<file path="config.mk">
export PLATFORM = sky130hd
export DESIGN_NAME = seg_prefetch
export DESIGN_NICKNAME = d
export VERILOG_FILES = /design/src/rtl/pf_pkg.sv /design/src/rtl/pf_addr_gen.sv /design/src/rtl/pf_byte_queue.sv /design/src/rtl/pf_fetch_ctl.sv /design/src/rtl/seg_prefetch.sv
export SDC_FILE = /design/constraint.sdc
export NUM_CORES = 1
export LEC_CHECK = 0
export BUFFER_PORTS_ARGS = -buffer_cell sky130_fd_sc_hd__buf_2
export CAP_MARGIN = 20
export CORE_UTILIZATION = 50
export CTS_CLUSTER_SIZE = 14
export DETAILED_ROUTE_END_ITERATION = 10
export PLACE_DENSITY_LB_ADDON = 0.05
export SLEW_MARGIN = 20
export SYNTH_ARGS = -nofsm -noshare
export SYNTH_HDL_FRONTEND = slang
export SYNTH_SLANG_ARGS = --single-unit
</file>
<file path="constraint.sdc">
create_clock -name clk -period 4.7 [get_ports clk]
set_clock_uncertainty 0.05 [all_clocks]
set_input_delay 0.705 -clock clk [delete_from_list [all_inputs] [get_ports clk]]
set_output_delay 0.705 -clock clk [all_outputs]
set_load 0.01 [all_outputs]
</file>
<file path="src/rtl/pf_pkg.sv">
package pf_pkg;
    typedef enum logic [1:0] {
        FS_IDLE,
        FS_FETCH,
        FS_DISCARD
    } fetch_state_t;
endpackage

</file>
<file path="src/rtl/pf_addr_gen.sv">
module pf_addr_gen #(
    parameter int SEG_W  = 16,
    parameter int OFF_W  = 16,
    parameter int SHIFT  = 4,
    parameter int PHYS_W = 20
) (
    input  logic [SEG_W-1:0]  seg,
    input  logic [OFF_W-1:0]  off,
    output logic [PHYS_W-1:0] phys
);
    localparam int BASE_W = SEG_W + SHIFT;

    logic [BASE_W-1:0] base;

    assign base = {seg, {SHIFT{1'b0}}};
    // truncation to PHYS_W bits gives the modulo wrap
    assign phys = PHYS_W'(base) + PHYS_W'(off);
endmodule

</file>
<file path="src/rtl/pf_byte_queue.sv">
module pf_byte_queue #(
    parameter int DEPTH = 6,
    parameter int CNT_W = $clog2(DEPTH + 1)
) (
    input  logic             clk,
    input  logic             rst_n,
    input  logic             clr,
    input  logic [1:0]       push_n,
    input  logic [7:0]       push_d0,
    input  logic [7:0]       push_d1,
    input  logic             pop,
    output logic [7:0]       head,
    output logic [CNT_W-1:0] count
);
    localparam int PTR_W = $clog2(DEPTH);

    logic [7:0]       slots [DEPTH];
    logic [PTR_W-1:0] rd_ptr, wr_ptr;

    function automatic logic [PTR_W-1:0] step_ptr(input logic [PTR_W-1:0] p);
        return (p == PTR_W'(DEPTH - 1)) ? '0 : p + 1'b1;
    endfunction

    always_ff @(posedge clk or negedge rst_n) begin
        if (!rst_n) begin
            rd_ptr <= '0;
            wr_ptr <= '0;
            count  <= '0;
        end else if (clr) begin
            rd_ptr <= '0;
            wr_ptr <= '0;
            count  <= '0;
        end else begin
            if (pop) rd_ptr <= step_ptr(rd_ptr);
            unique case (push_n)
                2'd1:    wr_ptr <= step_ptr(wr_ptr);
                2'd2:    wr_ptr <= step_ptr(step_ptr(wr_ptr));
                default: wr_ptr <= wr_ptr;
            endcase
            count <= count + CNT_W'(push_n) - CNT_W'(pop);
        end
    end

    generate
        for (genvar i = 0; i < DEPTH; i++) begin : g_slot
            always_ff @(posedge clk) begin
                if (!clr) begin
                    if (push_n != 2'd0 && wr_ptr == PTR_W'(i))
                        slots[i] <= push_d0;
                    else if (push_n == 2'd2 && step_ptr(wr_ptr) == PTR_W'(i))
                        slots[i] <= push_d1;
                end
            end
        end
    endgenerate

    assign head = slots[rd_ptr];

    p_no_overflow_r3: assert property (@(posedge clk) disable iff (!rst_n)
        (push_n != 2'd0 && !clr) |-> (32'(push_n) <= DEPTH - 32'(count)));

    p_clear_empties_r9: assert property (@(posedge clk) disable iff (!rst_n)
        clr |=> (count == '0));

    p_no_underflow_r11: assert property (@(posedge clk) disable iff (!rst_n)
        pop |-> (count != '0));
endmodule

</file>
<file path="src/rtl/pf_fetch_ctl.sv">
module pf_fetch_ctl
    import pf_pkg::*;
#(
    parameter int          BUS_W     = 16,
    parameter int          SEG_W     = 16,
    parameter int          OFF_W     = 16,
    parameter int          PHYS_W    = 20,
    parameter int          DEPTH     = 6,
    parameter int          CNT_W     = $clog2(DEPTH + 1),
    parameter logic [15:0] RESET_SEG = 16'hFFFF,
    parameter logic [15:0] RESET_OFF = 16'h0000
) (
    input  logic              clk,
    input  logic              rst_n,
    input  logic              flush,
    input  logic [SEG_W-1:0]  flush_seg,
    input  logic [OFF_W-1:0]  flush_off,
    output logic              mem_req,
    output logic [PHYS_W-1:0] mem_addr,
    input  logic              mem_ack,
    input  logic [BUS_W-1:0]  mem_rdata,
    input  logic [CNT_W-1:0]  q_count,
    output logic [1:0]        push_n,
    output logic [7:0]        push_d0,
    output logic [7:0]        push_d1
);
    localparam int  NEED = BUS_W / 8;
    localparam bit  WIDE = (BUS_W == 16);

    fetch_state_t      state, nxt;
    logic [SEG_W-1:0]  seg_q;
    logic [OFF_W-1:0]  off_q;
    logic [PHYS_W-1:0] phys, fetch_addr;
    logic              fetch_odd;
    logic              accept, start;
    logic [1:0]        lane_n;
    logic [OFF_W-1:0]  step;
    int                free_n;

    pf_addr_gen #(.SEG_W(SEG_W), .OFF_W(OFF_W), .SHIFT(4), .PHYS_W(PHYS_W)) u_addr (
        .seg (seg_q),
        .off (off_q),
        .phys(phys)
    );

    assign free_n = DEPTH - 32'(q_count);

    // state register
    always_ff @(posedge clk or negedge rst_n) begin
        if (!rst_n) state <= FS_IDLE;
        else        state <= nxt;
    end

    // next state
    always_comb begin
        nxt = state;
        unique case (state)
            FS_IDLE:    if (!flush && free_n >= NEED) nxt = FS_FETCH;
            FS_FETCH:   if (mem_ack) nxt = FS_IDLE;
                        else if (flush) nxt = FS_DISCARD;
            FS_DISCARD: if (mem_ack) nxt = FS_IDLE;
            default:    nxt = FS_IDLE;
        endcase
    end

    // outputs
    always_comb begin
        mem_req = (state != FS_IDLE);
        start   = (state == FS_IDLE) && (nxt == FS_FETCH);
        accept  = (state == FS_FETCH) && mem_ack && !flush;
        push_n  = accept ? lane_n : 2'd0;
        step    = (WIDE && !fetch_odd) ? OFF_W'(2) : OFF_W'(1);
    end

    assign mem_addr = fetch_addr;

    generate
        if (BUS_W == 16) begin : g_wide
            assign push_d0 = fetch_odd ? mem_rdata[BUS_W-1 -: 8] : mem_rdata[7:0];
            assign push_d1 = mem_rdata[BUS_W-1 -: 8];
            assign lane_n  = fetch_odd ? 2'd1 : 2'd2;
        end else begin : g_narrow
            assign push_d0 = mem_rdata[7:0];
            assign push_d1 = mem_rdata[7:0];
            assign lane_n  = 2'd1;
        end
    endgenerate

    always_ff @(posedge clk or negedge rst_n) begin
        if (!rst_n) begin
            seg_q      <= SEG_W'(RESET_SEG);
            off_q      <= OFF_W'(RESET_OFF);
            fetch_addr <= '0;
            fetch_odd  <= 1'b0;
        end else begin
            if (flush) begin
                seg_q <= flush_seg;
                off_q <= flush_off;
            end else if (accept) begin
                off_q <= off_q + step;
            end
            if (start) begin
                fetch_addr <= phys;
                fetch_odd  <= off_q[0];
            end
        end
    end

    p_addr_hold_r12: assert property (@(posedge clk) disable iff (!rst_n)
        (mem_req && !mem_ack) |=> (mem_req && $stable(mem_addr)));

    p_flush_drops_r10: assert property (@(posedge clk) disable iff (!rst_n)
        flush |-> (push_n == 2'd0));

    p_space_at_start_r3: assert property (@(posedge clk) disable iff (!rst_n)
        $rose(mem_req) |-> (free_n >= NEED));
endmodule

</file>
<file path="src/rtl/seg_prefetch.sv">
module seg_prefetch #(
    parameter int          BUS_W     = 16,
    parameter int          DEPTH     = 6,
    parameter logic [15:0] RESET_SEG = 16'hFFFF,
    parameter logic [15:0] RESET_OFF = 16'h0000
) (
    input  logic             clk,
    input  logic             rst_n,
    input  logic             flush,
    input  logic [15:0]      flush_seg,
    input  logic [15:0]      flush_off,
    output logic             mem_req,
    output logic [19:0]      mem_addr,
    input  logic             mem_ack,
    input  logic [BUS_W-1:0] mem_rdata,
    output logic             out_valid,
    output logic [7:0]       out_byte,
    input  logic             out_ready
);
    localparam int CNT_W = $clog2(DEPTH + 1);

    logic [CNT_W-1:0] q_count;
    logic [1:0]       push_n;
    logic [7:0]       push_d0, push_d1, head;
    logic             pop;

    pf_fetch_ctl #(
        .BUS_W(BUS_W), .SEG_W(16), .OFF_W(16), .PHYS_W(20),
        .DEPTH(DEPTH), .CNT_W(CNT_W),
        .RESET_SEG(RESET_SEG), .RESET_OFF(RESET_OFF)
    ) u_ctl (
        .clk      (clk),
        .rst_n    (rst_n),
        .flush    (flush),
        .flush_seg(flush_seg),
        .flush_off(flush_off),
        .mem_req  (mem_req),
        .mem_addr (mem_addr),
        .mem_ack  (mem_ack),
        .mem_rdata(mem_rdata),
        .q_count  (q_count),
        .push_n   (push_n),
        .push_d0  (push_d0),
        .push_d1  (push_d1)
    );

    pf_byte_queue #(.DEPTH(DEPTH), .CNT_W(CNT_W)) u_queue (
        .clk    (clk),
        .rst_n  (rst_n),
        .clr    (flush),
        .push_n (push_n),
        .push_d0(push_d0),
        .push_d1(push_d1),
        .pop    (pop),
        .head   (head),
        .count  (q_count)
    );

    assign out_valid = (q_count != '0) && !flush;
    assign out_byte  = head;
    assign pop       = out_valid && out_ready;

    p_byte_hold_r4: assert property (@(posedge clk) disable iff (!rst_n)
        (out_valid && !out_ready) |=> (flush || (out_valid && $stable(out_byte))));
endmodule

</file>
==> run_summary.xml, run 1 <==
<?xml version="1.0" encoding="UTF-8"?>
<metrics>
  <group name="run_status">
    <metric name="status" unit="">finished, final reports clean</metric>
  </group>
  <group name="clock_network">
    <metric name="number_of_clock_sinks" unit="">111</metric>
    <metric name="cts-resized-gates" unit="">0</metric>
    <metric name="clk_pin_slew" unit="ns">0.07</metric>
    <metric name="cts_inserted_buffers" unit="">9</metric>
    <metric name="clock_insertion_delay_worst_skew" unit="ns">0.36</metric>
    <metric name="cts.repair_timing.setup_buffer_count" unit="">0</metric>
    <metric name="cts.root.buffer_cell" unit="">sky130_fd_sc_hd__clkbuf_16</metric>
    <metric name="tritoncts" unit="">built</metric>
    <metric name="clk_path_buf_depth" unit="">2</metric>
    <metric name="htree_levels" unit="">3</metric>
    <metric name="cts.hold.buffers_added" unit="">0</metric>
  </group>
  <group name="global_route">
    <metric name="grt_first_pass_wirelength" unit="µm">23200</metric>
    <metric name="first_global_vias" unit="">4480</metric>
    <metric name="antenna_found_initial" unit="">0</metric>
    <metric name="pin_count_of_the_biggest_net_entering_global_routing" unit="">38</metric>
    <metric name="globalRouteTotalUtil" unit="%">23.5</metric>
    <metric name="globalRoute.totalOverflow" unit="">0</metric>
  </group>
  <group name="drt">
    <metric name="drt_pass1_iterations" unit="">4</metric>
    <metric name="ant_nets" unit="">0</metric>
    <metric name="remaining_drc_errors" unit="">0</metric>
    <metric name="routed-via-count" unit="">4570</metric>
    <metric name="vias_per_cell" unit="">5.73</metric>
    <metric name="drt-initial-drc-count" unit="">233</metric>
    <metric name="wire_per_inst" unit="µm">17.9</metric>
    <metric name="detail_route.wirelength" unit="µm">14200</metric>
  </group>
  <group name="place">
    <metric name="place.gp.congestion" unit="">0.879</metric>
    <metric name="io_buffers" unit="">82</metric>
    <metric name="half_perimeter_wire_length_after_placement" unit="µm">9950</metric>
    <metric name="pre_cts_slack" unit="ns">1.41</metric>
  </group>
  <group name="pwr">
    <metric name="clkPwrFrac" unit="%">23.2</metric>
    <metric name="p_comb_share" unit="%">33.2</metric>
    <metric name="leakage" unit="nW">2.87</metric>
    <metric name="power_report.internal_total" unit="mW">2.03</metric>
    <metric name="switching_share" unit="%">34.0</metric>
    <metric name="power.ir.vdd_worst" unit="mV">0.255</metric>
    <metric name="switchingPower" unit="mW">1.05</metric>
    <metric name="power.sequential.fraction" unit="%">43.6</metric>
    <metric name="powerDensity" unit="nW/µm²">434</metric>
  </group>
  <group name="floorplan">
    <metric name="initial_utilization" unit="%">52.1</metric>
    <metric name="placement_rows" unit="">40</metric>
    <metric name="total_core_area" unit="µm²">12200</metric>
    <metric name="die_h" unit="µm">115</metric>
    <metric name="ioPinCount" unit="">83</metric>
    <metric name="fp.dieArea" unit="µm²">13100</metric>
    <metric name="floorplan.die.width" unit="µm">115</metric>
  </group>
  <group name="yosys">
    <metric name="most_common_cell_in_the_synthesized_netlist" unit="">sky130_fd_sc_hd__mux2_2</metric>
    <metric name="synth_top_area_cell" unit="">sky130_fd_sc_hd__edfxtp_1</metric>
    <metric name="synth_enable_flop_cells" unit="">48</metric>
    <metric name="postSynthNetCount" unit="">634</metric>
    <metric name="ys_seq_area_share" unit="%">48.0</metric>
    <metric name="synth_warnings" unit="">0</metric>
    <metric name="synth_cell_types" unit="">69</metric>
    <metric name="mappedNetlistArea" unit="µm²">6330</metric>
    <metric name="ys_dominant_reg_cell" unit="">sky130_fd_sc_hd__edfxtp_1</metric>
    <metric name="synthArstFlopShare" unit="%">56.8</metric>
    <metric name="number_of_synthesized_register_bits" unit="">111</metric>
    <metric name="netlist_instances" unit="">556</metric>
    <metric name="postSynthAreaPerCell" unit="µm²">11.4</metric>
    <metric name="post-synth-top-area-fraction" unit="%">22.8</metric>
    <metric name="synth_commonest_cells" unit="">sky130_fd_sc_hd__mux2_2 (67), sky130_fd_sc_hd__edfxtp_1 (48), sky130_fd_sc_hd__dfrtp_1 (47), sky130_fd_sc_hd__nand2_1 (47), sky130_fd_sc_hd__o21ai_0 (33)</metric>
    <metric name="synth_area_leaders" unit="">sky130_fd_sc_hd__edfxtp_1 (23%), sky130_fd_sc_hd__dfrtp_1 (19%), sky130_fd_sc_hd__mux2_2 (12%), sky130_fd_sc_hd__dfstp_2 (6.6%), sky130_fd_sc_hd__ha_1 (4.3%)</metric>
  </group>
  <group name="finish">
    <metric name="fillCellCount" unit="">1063</metric>
    <metric name="final_net_count" unit="">702</metric>
    <metric name="antenna_cells_inserted" unit="">0</metric>
    <metric name="multi_input_area" unit="µm²">3060</metric>
    <metric name="final-seq-area" unit="µm²">3040</metric>
    <metric name="layout-drive-gt1-share" unit="%">32.3</metric>
    <metric name="areaGrowthSynthToFinish" unit="%">12.0</metric>
  </group>
  <group name="worst_setup_path">
    <metric name="critical_path_arrival" unit="ns">2.98</metric>
    <metric name="timing.critical_path.required" unit="ns">4.76</metric>
    <metric name="crit_path_frequent_cell" unit="">sky130_fd_sc_hd__ha_1</metric>
    <metric name="critical_path.reg2reg.endpoint" unit="">u_queue.slots[3][6]</metric>
    <metric name="reg2reg_from" unit="">u_queue.wr_ptr[0]</metric>
    <metric name="cpPeakStageDelay" unit="ns">0.57</metric>
    <metric name="rr_worst_depth" unit="">6</metric>
    <metric name="crit_chain" unit="">and2_1 -&gt; ha_1 -&gt; o21bai_1 -&gt; ha_1 -&gt; a31oi_2 -&gt; mux2_2</metric>
    <metric name="start_kind" unit="">register</metric>
    <metric name="critical_path.slowest_cell" unit="">sky130_fd_sc_hd__a31oi_2</metric>
    <metric name="worstSetupEndpointType" unit="">register</metric>
    <metric name="critical_path_class" unit="">register to register</metric>
    <metric name="crit_path_end" unit="">u_queue.slots[3][6]</metric>
    <metric name="critPathMaxFanout" unit="">11</metric>
    <metric name="critical_path_buf_inv_count" unit="">0</metric>
    <metric name="reg2reg_setup_slack" unit="ns">1.78</metric>
    <metric name="cp-startpoint" unit="">u_queue.wr_ptr[0]</metric>
    <metric name="timing.critical_path.max_delay_family" unit="">compound AO/OA/AOI/OAI gates</metric>
    <metric name="critical_path_cell_count" unit="">6</metric>
  </group>
  <group name="timing">
    <metric name="worst_pin_slew" unit="ns">1.02</metric>
    <metric name="rsz_0062_raised_after_global_routing" unit="">false</metric>
    <metric name="minimum_clock_period" unit="ns">2.92</metric>
    <metric name="highest_attainable_clock_frequency" unit="MHz">343</metric>
    <metric name="final-max-slew-violation-count" unit="">0</metric>
    <metric name="total_count_of_hold_check_failures_in_the_final_report" unit="">0</metric>
    <metric name="final_worst_path_period_share" unit="%">62.1</metric>
    <metric name="max-slew-margin-rel" unit="%">32.1</metric>
    <metric name="setup_ws" unit="ns">1.78</metric>
    <metric name="timing.final.setup_violations" unit="">0</metric>
    <metric name="fin_setup_tns" unit="ns">0</metric>
  </group>
  <group name="flow_run">
    <metric name="cap_viol_max_count" unit="">0</metric>
  </group>
  <group name="hold_path">
    <metric name="hold_path_class" unit="">input port to asynchronous set/reset pin</metric>
  </group>
</metrics>
per-stage QoR:
step	instances	hold WS [ns]	instance area [µm²]	power, mW	utilization (%)
floorplan	556	0.359	6330	2.08	-
global placement	781	0.402	6830	2.36	56.2
detailed placement	781	0.409	6830	2.39	56.2
CTS	797	0.344	7100	3.11	58.3
global route	797	0.380	7100	3.27	58.4
finish	797	0.333	7100	3.08	58.4
how the worst min path moves through the flow:
| stage | end | slack [ns] | depth (start not counted) |
|---|---|---|---|
| after global placement | u_ctl.mem_addr[1] | 0.40 | 2 |
| after CTS | u_queue.wr_ptr[1] | 0.34 | 1 |
| after floorplan | u_ctl.mem_addr[0] | 0.36 | 0 |
| after detailed placement | u_ctl.mem_addr[4] | 0.41 | 2 |
| after global routing | u_ctl.mem_addr[4] | 0.38 | 1 |
| final | u_ctl.mem_addr[4] | 0.33 | 1 |
sequential cells by signal, summed over array words and instances, names as in the netlist:
name            count
u_ctl.seg_q        16
u_ctl.mem_addr     20
u_queue.rd_ptr      3
u_queue.wr_ptr      3
u_ctl.off_q        16
u_queue.count       3
u_queue.slots      48
u_ctl.state         2
power groups by stage:
stage	Sequential (mW)	Clock, mW	Combinational (mW)
final	1.34	0.716	1.02
after global routing	1.37	0.767	1.14
after CTS	1.35	0.738	1.03
after detailed placement	1.36	0	1.02
after global placement	1.36	0	1.00
after floorplan	1.32	0	0.751
final cells by class:
| type | count | share of cell area (%) |
|---|---|---|
| Multi-Input combinational cell | 392 | 43.1 |
| Sequential cell | 111 | 42.8 |
| Timing Repair Buffer | 85 | 6.10 |
| Clock buffer | 11 | 3.28 |
| Tap cell | 168 | 2.96 |
| Inverter | 25 | 1.32 |
| Clock inverter | 5 | 0.458 |
routing by layer:
layer  vias up  GRT usage, %  wire [µm]
met2       102          37.3       6540
met5         -             0          0
li1       2206             -          -
met3        21          3.65        538
met4         0          7.97        242
met1      2241          32.8       6920
kinds of logic (layout without fill, tap and decap cells):
family	after synthesis	count (layout)	share of synthesized area, %
simple gates	150	150	11.9
compound gates	117	117	12.6
flops	111	111	48.0
mux	85	85	16.3
buf+inv	53	126	3.81
fa+ha+maj	25	25	5.29
xor+xnor	15	15	2.07
cell usage in the layout (no fill, tap or decap), drive strengths merged, types with 3 or more instances in the layout:
cell / netlist / routed
a211oi: 3 / 3
a21o: 8 / 8
a21oi: 28 / 28
a221o: 4 / 4
a31oi: 8 / 8
and3: 9 / 9
buf: 19 / 85
clkbuf: 9 / 11
clkinv: 0 / 3
dfrtp: 47 / 47
dfstp: 16 / 16
edfxtp: 48 / 48
fa: 3 / 3
ha: 22 / 22
inv: 25 / 27
mux2: 67 / 67
mux2i: 10 / 10
mux4: 8 / 8
nand2: 47 / 47
nand2b: 4 / 4
nand3: 16 / 16
nand4: 11 / 11
nor2: 27 / 27
nor2b: 5 / 5
nor3: 10 / 10
nor3b: 7 / 7
o211ai: 6 / 6
o21a: 4 / 4
o21ai: 33 / 33
o311ai: 4 / 4
o31ai: 3 / 3
or3: 3 / 3
xnor2: 6 / 6
xor2: 9 / 9
No activity file was read; power rests on OpenSTA's default activity.
==> run 2, diff against run 1 <==
--- a/config.mk
+++ b/config.mk
@@ -5,6 +5,7 @@
 export SDC_FILE = /design/constraint.sdc
 export NUM_CORES = 1
 export LEC_CHECK = 0
+export ABC_AREA = 1
 export BUFFER_PORTS_ARGS = -buffer_cell sky130_fd_sc_hd__buf_2
 export CAP_MARGIN = 20
 export CORE_UTILIZATION = 50
==> constraint.sdc (replaced) <==
create_clock -name clk -period 2.75 [get_ports clk]
set_clock_uncertainty 0.05 [all_clocks]
set_input_delay 0.4125 -clock clk [delete_from_list [all_inputs] [get_ports clk]]
set_output_delay 0.4125 -clock clk [all_outputs]
set_load 0.01 [all_outputs]
==> run_summary.xml, run 2 <==
<?xml version="1.0" encoding="UTF-8"?>
<metrics>
  <group name="global_route">
    <metric name="pin_count_of_the_biggest_net_entering_global_routing" unit="">38</metric>
    <metric name="antenna_found_initial" unit="">0</metric>
    <metric name="grt_first_pass_wirelength" unit="µm">26900</metric>
    <metric name="first_global_vias" unit="">5561</metric>
    <metric name="globalRoute.totalOverflow" unit="">0</metric>
    <metric name="globalRouteTotalUtil" unit="%">24.6</metric>
  </group>
  <group name="finish">
    <metric name="final_net_count" unit="">993</metric>
    <metric name="largest_reg_flops" unit="">48</metric>
    <metric name="fin_util" unit="%">59.0</metric>
    <metric name="antenna_cells_inserted" unit="">0</metric>
    <metric name="final_cell_mix" unit="">sky130_fd_sc_hd__nand2_1 (285), sky130_fd_sc_hd__inv_1 (97), sky130_fd_sc_hd__buf_2 (83)</metric>
    <metric name="largest-register" unit="">u_queue.slots</metric>
    <metric name="layout.cells.most_common" unit="">sky130_fd_sc_hd__nand2_1</metric>
    <metric name="areaGrowthSynthToFinish" unit="%">13.1</metric>
    <metric name="fillCellCount" unit="">1180</metric>
    <metric name="layout-drive-gt1-share" unit="%">19.3</metric>
    <metric name="multi_input_area" unit="µm²">3100</metric>
    <metric name="final-seq-area" unit="µm²">3040</metric>
  </group>
  <group name="clock_network">
    <metric name="tritoncts" unit="">built</metric>
    <metric name="cts-resized-gates" unit="">0</metric>
    <metric name="htree_levels" unit="">3</metric>
    <metric name="cts.root.buffer_cell" unit="">sky130_fd_sc_hd__clkbuf_16</metric>
    <metric name="clk_path_buf_depth" unit="">2</metric>
    <metric name="clk_pin_slew" unit="ns">0.07</metric>
    <metric name="cts.hold.buffers_added" unit="">0</metric>
    <metric name="cts_inserted_buffers" unit="">9</metric>
    <metric name="cts.repair_timing.setup_buffer_count" unit="">0</metric>
    <metric name="clock_insertion_delay_worst_skew" unit="ns">0.35</metric>
    <metric name="number_of_clock_sinks" unit="">111</metric>
  </group>
  <group name="place">
    <metric name="io_buffers" unit="">82</metric>
    <metric name="place.gp.congestion" unit="">0.912</metric>
    <metric name="pre_cts_slack" unit="ns">0.320</metric>
    <metric name="half_perimeter_wire_length_after_placement" unit="µm">12800</metric>
  </group>
  <group name="floorplan">
    <metric name="die_h" unit="µm">118</metric>
    <metric name="initial_utilization" unit="%">52.2</metric>
    <metric name="floorplan.die.width" unit="µm">118</metric>
    <metric name="ioPinCount" unit="">83</metric>
    <metric name="fp.dieArea" unit="µm²">13900</metric>
    <metric name="total_core_area" unit="µm²">12800</metric>
    <metric name="placement_rows" unit="">41</metric>
  </group>
  <group name="drt">
    <metric name="ant_nets" unit="">0</metric>
    <metric name="drt_pass1_iterations" unit="">5</metric>
    <metric name="detail_route.wirelength" unit="µm">16400</metric>
    <metric name="drt-initial-drc-count" unit="">385</metric>
    <metric name="routed-via-count" unit="">5635</metric>
    <metric name="vias_per_cell" unit="">5.16</metric>
    <metric name="wire_per_inst" unit="µm">15.0</metric>
    <metric name="remaining_drc_errors" unit="">0</metric>
  </group>
  <group name="pwr">
    <metric name="power.ir.vdd_worst" unit="mV">0.341</metric>
    <metric name="powerDensity" unit="nW/µm²">756</metric>
    <metric name="leakage" unit="nW">3.63</metric>
  </group>
  <group name="yosys">
    <metric name="synth_area_leaders" unit="">sky130_fd_sc_hd__edfxtp_1 (22%), sky130_fd_sc_hd__dfrtp_1 (18%), sky130_fd_sc_hd__nand2_1 (16%), sky130_fd_sc_hd__dfstp_2 (6.3%), sky130_fd_sc_hd__inv_1 (5.4%)</metric>
    <metric name="netlist_instances" unit="">835</metric>
    <metric name="most_common_cell_in_the_synthesized_netlist" unit="">sky130_fd_sc_hd__nand2_1</metric>
    <metric name="ys_seq_area_share" unit="%">45.4</metric>
    <metric name="postSynthNetCount" unit="">913</metric>
    <metric name="postSynthAreaPerCell" unit="µm²">8.02</metric>
    <metric name="ys_dominant_reg_cell" unit="">sky130_fd_sc_hd__edfxtp_1</metric>
    <metric name="synth_cell_types" unit="">44</metric>
    <metric name="synth_warnings" unit="">0</metric>
    <metric name="synth_commonest_cells" unit="">sky130_fd_sc_hd__nand2_1 (285), sky130_fd_sc_hd__inv_1 (97), sky130_fd_sc_hd__nor2_1 (53), sky130_fd_sc_hd__o21ai_0 (51), sky130_fd_sc_hd__edfxtp_1 (48)</metric>
    <metric name="mappedNetlistArea" unit="µm²">6690</metric>
    <metric name="number_of_synthesized_register_bits" unit="">111</metric>
    <metric name="post-synth-top-area-fraction" unit="%">21.5</metric>
    <metric name="synthArstFlopShare" unit="%">56.8</metric>
    <metric name="synth_top_area_cell" unit="">sky130_fd_sc_hd__edfxtp_1</metric>
    <metric name="synth_enable_flop_cells" unit="">48</metric>
  </group>
  <group name="worst_setup_path">
    <metric name="critical_path_class" unit="">register to output port</metric>
    <metric name="reg2reg_setup_slack" unit="ns">0.33</metric>
    <metric name="critPathMaxFanout" unit="">12</metric>
    <metric name="timing.critical_path.required" unit="ns">2.29</metric>
    <metric name="critical_path_arrival" unit="ns">2.00</metric>
    <metric name="start_kind" unit="">register</metric>
    <metric name="worstSetupEndpointType" unit="">output port</metric>
  </group>
  <group name="timing">
    <metric name="max-slew-margin-rel" unit="%">50.3</metric>
    <metric name="timing.final.setup_violations" unit="">0</metric>
    <metric name="highest_attainable_clock_frequency" unit="MHz">406</metric>
    <metric name="worst_pin_slew" unit="ns">0.745</metric>
    <metric name="setup_ws" unit="ns">0.289</metric>
    <metric name="total_count_of_hold_check_failures_in_the_final_report" unit="">0</metric>
    <metric name="final-max-slew-violation-count" unit="">0</metric>
    <metric name="final_worst_path_period_share" unit="%">89.5</metric>
    <metric name="fin_setup_tns" unit="ns">0</metric>
    <metric name="rsz_0062_raised_after_global_routing" unit="">false</metric>
    <metric name="minimum_clock_period" unit="ns">2.46</metric>
  </group>
  <group name="hold_path">
    <metric name="hold_path_class" unit="">input port to asynchronous set/reset pin</metric>
  </group>
  <group name="run_status">
    <metric name="status" unit="">finished, final reports clean</metric>
  </group>
  <group name="flow_run">
    <metric name="cap_viol_max_count" unit="">0</metric>
  </group>
</metrics>
run 2: cell types whose count changed after synthesis, sizes merged, moves of 8 or more:
| cell | before | now |
|---|---|---|
| nand2 | 47 | 290 |
| inv | 25 | 105 |
| mux2 | 67 | 0 |
| o21ai | 33 | 98 |
| nor2 | 27 | 56 |
| nand3 | 16 | 38 |
| mux2i | 10 | 0 |
| and3 | 9 | 0 |
| a21o | 8 | 0 |
| mux4 | 8 | 0 |
| nand4 | 11 | 3 |
run 2: area by class of cell:
type,instances,share of cell area (%)
repair buffers,96,6.78
multi-input cells,589,40.9
clock buffers,10,3.02
flip-flops and latches,111,40.1
well taps,172,2.84
inverters,108,5.42
clock inverters,6,0.909
run 2: through the flow:
| step | total power, mW | std cells | hold WS (ns) | cell area [µm²] |
|---|---|---|---|---|
| after global placement | 4.37 | 1075 | 0.411 | 7260 |
| after CTS | 5.74 | 1092 | 0.0904 | 7560 |
| after global routing | 6.11 | 1092 | 0.128 | 7570 |
| final | 5.72 | 1092 | 0.0696 | 7570 |
| after floorplan | 3.73 | 835 | 0.0669 | 6690 |
| after detailed placement | 4.42 | 1076 | 0.408 | 7260 |
run 2: worst max-delay path, cell delays in order, from the launching register on:
cell and delay (ns):
sky130_fd_sc_hd__dfrtp_1 0.54, sky130_fd_sc_hd__nand2_1 0.14, sky130_fd_sc_hd__clkinv_1 0.22, sky130_fd_sc_hd__a22oi_1 0.25, sky130_fd_sc_hd__o31ai_1 0.11, sky130_fd_sc_hd__nand2_1 0.07, sky130_fd_sc_hd__o21ai_0 0.15, sky130_fd_sc_hd__buf_2 0.18
run 2: per-layer routing:
metal,global-route usage [%],vias to the layer above,wire (µm)
met1,31.0,2581,7220
met3,2.52,26,581
met4,10.5,0,363
met2,42.8,161,8210
li1,-,2867,-
met5,0,-,0
run 2: final timing paths:
check                                       start                   to  cells after the start
worst max-delay path            u_queue.rd_ptr[1]          out_byte[0]                      7
worst min-delay path                        rst_n    u_ctl.mem_addr[2]                      1
worst max register to register  u_queue.wr_ptr[0]  u_queue.slots[3][2]                      8
worst min register to register     u_ctl.seg_q[0]       u_ctl.seg_q[0]                      2
max in group asynchronous                   rst_n      u_ctl.seg_q[15]                      2
min in group clk                    flush_seg[10]      u_ctl.seg_q[10]                      3
run 2: logic make-up (layout without fill, tap and decap cells):
| family | Yosys count | after routing | synth area share (%) |
|---|---|---|---|
| and+or+nand+nor | 403 | 403 | 25.9 |
| AOI/OAI and AO/OA | 151 | 151 | 13.9 |
| buffers and inverters | 135 | 220 | 8.49 |
| DFF | 111 | 111 | 45.4 |
| adders and majority gates | 25 | 25 | 5.01 |
| xor gates and xnor gates | 10 | 10 | 1.31 |
run 2: where the power goes:
group          leakage, nW  total (mW)  switching (mW)  internal (mW)
sequential            1.19        2.28           0.195           2.08
clock                0.143        1.32           0.607          0.714
combinational         2.30        2.12            1.33          0.787
==> run 3, diff against run 2 <==
==> constraint.sdc (replaced) <==
create_clock -name clk -period 2.1 [get_ports clk]
set_clock_uncertainty 0.05 [all_clocks]
set_input_delay 0.315 -clock clk [delete_from_list [all_inputs] [get_ports clk]]
set_output_delay 0.315 -clock clk [all_outputs]
set_load 0.01 [all_outputs]
==> run_summary.xml, run 3 (synthesized netlist as in run 2, its figures left out) <==
<?xml version="1.0" encoding="UTF-8"?>
<metrics>
  <group name="global_route">
    <metric name="grt_first_pass_wirelength" unit="µm">27200</metric>
    <metric name="globalRouteTotalUtil" unit="%">24.7</metric>
    <metric name="globalRoute.totalOverflow" unit="">0</metric>
    <metric name="pin_count_of_the_biggest_net_entering_global_routing" unit="">64</metric>
    <metric name="antenna_found_initial" unit="">0</metric>
    <metric name="first_global_vias" unit="">5537</metric>
  </group>
  <group name="drt">
    <metric name="drt_pass1_iterations" unit="">5</metric>
    <metric name="detail_route.wirelength" unit="µm">16600</metric>
    <metric name="wire_per_inst" unit="µm">14.8</metric>
    <metric name="vias_per_cell" unit="">5.18</metric>
    <metric name="ant_nets" unit="">0</metric>
    <metric name="routed-via-count" unit="">5819</metric>
    <metric name="drt-initial-drc-count" unit="">441</metric>
    <metric name="remaining_drc_errors" unit="">0</metric>
  </group>
  <group name="floorplan">
    <metric name="die_h" unit="µm">118</metric>
    <metric name="ioPinCount" unit="">83</metric>
    <metric name="total_core_area" unit="µm²">12800</metric>
    <metric name="floorplan.die.width" unit="µm">118</metric>
    <metric name="placement_rows" unit="">41</metric>
    <metric name="fp.dieArea" unit="µm²">13900</metric>
    <metric name="initial_utilization" unit="%">52.2</metric>
  </group>
  <group name="pwr">
    <metric name="powerDensity" unit="nW/µm²">982</metric>
    <metric name="power.ir.vdd_worst" unit="mV">0.550</metric>
    <metric name="leakage" unit="nW">3.82</metric>
    <metric name="power" unit="mW">7.84</metric>
  </group>
  <group name="clock_network">
    <metric name="clk_path_buf_depth" unit="">2</metric>
    <metric name="htree_levels" unit="">3</metric>
    <metric name="clock_insertion_delay_worst_skew" unit="ns">0.35</metric>
    <metric name="cts_inserted_buffers" unit="">9</metric>
    <metric name="clk_pin_slew" unit="ns">0.07</metric>
    <metric name="tritoncts" unit="">built</metric>
    <metric name="number_of_clock_sinks" unit="">111</metric>
    <metric name="cts.root.buffer_cell" unit="">sky130_fd_sc_hd__clkbuf_16</metric>
  </group>
  <group name="worst_setup_path">
    <metric name="crit_path_end" unit="">u_queue.count[1]</metric>
    <metric name="timing.critical_path.required" unit="ns">2.34</metric>
    <metric name="start_kind" unit="">register</metric>
    <metric name="reg2reg_from" unit="">u_queue.count[1]</metric>
    <metric name="cp-startpoint" unit="">u_queue.count[1]</metric>
    <metric name="critPathMaxFanout" unit="">2</metric>
    <metric name="critical_path_class" unit="">register to register</metric>
    <metric name="critical_path.reg2reg.endpoint" unit="">u_queue.count[1]</metric>
    <metric name="critical_path_arrival" unit="ns">2.29</metric>
    <metric name="rr_worst_depth" unit="">11</metric>
    <metric name="reg2reg_setup_slack" unit="ns">0.05</metric>
    <metric name="worstSetupEndpointType" unit="">register</metric>
  </group>
  <group name="timing">
    <metric name="whs" unit="ns">0.102</metric>
    <metric name="minimum_clock_period" unit="ns">2.05</metric>
    <metric name="highest_attainable_clock_frequency" unit="MHz">488</metric>
    <metric name="worst_pin_slew" unit="ns">0.414</metric>
    <metric name="total_count_of_hold_check_failures_in_the_final_report" unit="">0</metric>
    <metric name="timing.final.setup_violations" unit="">0</metric>
    <metric name="max-slew-margin-rel" unit="%">72.1</metric>
    <metric name="final-max-slew-violation-count" unit="">0</metric>
    <metric name="final_worst_path_period_share" unit="%">97.5</metric>
  </group>
  <group name="finish">
    <metric name="layout-drive-gt1-share" unit="%">25.0</metric>
    <metric name="final_cell_mix" unit="">sky130_fd_sc_hd__nand2_1 (283), sky130_fd_sc_hd__inv_1 (88), sky130_fd_sc_hd__buf_2 (82)</metric>
    <metric name="final_net_count" unit="">1024</metric>
    <metric name="layout.cells.most_common" unit="">sky130_fd_sc_hd__nand2_1</metric>
    <metric name="largest_reg_flops" unit="">48</metric>
    <metric name="antenna_cells_inserted" unit="">0</metric>
    <metric name="areaGrowthSynthToFinish" unit="%">19.3</metric>
    <metric name="largest-register" unit="">u_queue.slots</metric>
  </group>
  <group name="run_status">
    <metric name="status" unit="">finished, final reports clean</metric>
  </group>
  <group name="hold_path">
    <metric name="hold_path_class" unit="">input port to register</metric>
  </group>
  <group name="place">
    <metric name="io_buffers" unit="">82</metric>
    <metric name="half_perimeter_wire_length_after_placement" unit="µm">12800</metric>
    <metric name="place.gp.congestion" unit="">0.902</metric>
  </group>
  <group name="flow_run">
    <metric name="cap_viol_max_count" unit="">0</metric>
  </group>
</metrics>
run 3: cell types whose count changed in the layout (fill, tap and decap cells not counted), sizes merged:
| cell | delta |
|---|---|
| clkinv | -3 |
| buf | +30 |
| dlygate4sd3 | +1 |
| inv | +1 |
| clkinvlp | +1 |
| clkbuf | +1 |
run 3: how the worst min path moves through the flow:
stage / slack [ns] / cells past startpoint / end / from
after floorplan: -0.03 / 0 / u_ctl.mem_addr[0] / rst_n
after global placement: 0.30 / 2 / u_ctl.mem_addr[3] / rst_n
after detailed placement: 0.31 / 2 / u_ctl.mem_addr[3] / rst_n
after CTS: 0.09 / 3 / u_ctl.seg_q[6] / flush_seg[6]
after global routing: 0.10 / 3 / u_ctl.seg_q[6] / flush_seg[6]
final: 0.10 / 3 / u_ctl.seg_q[4] / flush_seg[4]
run 3: layout make-up:
type | instances | area, µm²
Inverter | 108 | 420
Clock buffer | 11 | 264
Timing Repair Buffer | 127 | 787
Multi-Input combinational cell | 589 | 3200
Tap cell | 172 | 215
Fill cell | 1172 | 4840
Clock inverter | 5 | 61.3
Sequential cell | 111 | 3040
run 3: power breakdown:
group	internal (mW)	leakage, nW	switching (mW)
combinational	1.21	2.48	1.81
clock	1.04	0.162	0.805
sequential	2.73	1.18	0.246
run 3: critical path, cell delays in order, from the launching register on:
cell and delay (ns):
sky130_fd_sc_hd__dfrtp_1 0.41, sky130_fd_sc_hd__inv_2 0.10, sky130_fd_sc_hd__ha_4 0.14, sky130_fd_sc_hd__a21oi_4 0.05, sky130_fd_sc_hd__nand2_2 0.09, sky130_fd_sc_hd__inv_2 0.05
sky130_fd_sc_hd__ha_4 0.25, sky130_fd_sc_hd__inv_2 0.04, sky130_fd_sc_hd__ha_4 0.15, sky130_fd_sc_hd__fa_2 0.54, sky130_fd_sc_hd__inv_2 0.04, sky130_fd_sc_hd__nor2_2 0.08
run 3: per-stage QoR:
stage | instance area [µm²] | setup WS [ns] | util [%] | cells | TNS (ns)
finish | 7990 | 0.0525 | 62.3 | 1123 | 0
floorplan | 6710 | -0.117 | - | 835 | -2.44
detailed placement | 7430 | -0.0395 | 58.0 | 1095 | -0.0493
global placement | 7430 | 0.0366 | 58.0 | 1095 | 0
global route | 7990 | -0.00998 | 62.3 | 1123 | -0.00998
CTS | 7810 | 0.00627 | 60.9 | 1115 | 0
run 3: repair_timing:
item                                    CTS  global route
pin swaps                                 0            10
hold endpoints to repair                 47             0
endpoints found under the setup margin   10            37
buffers inserted                          3             8
hold buffers                              1             0
resized for setup                         9            30
run 3: per-layer routing:
metal | global-route usage (%) | wire length (µm) | vias to the layer above | part of all wire (%)
li1 | - | - | 2936 | -
met1 | 31.3 | 7180 | 2721 | 43
met2 | 44.0 | 8540 | 142 | 51
met3 | 2.52 | 607 | 20 | 3.7
met4 | 7.61 | 269 | 0 | 1.6
met5 | 0 | 0 | - | 0
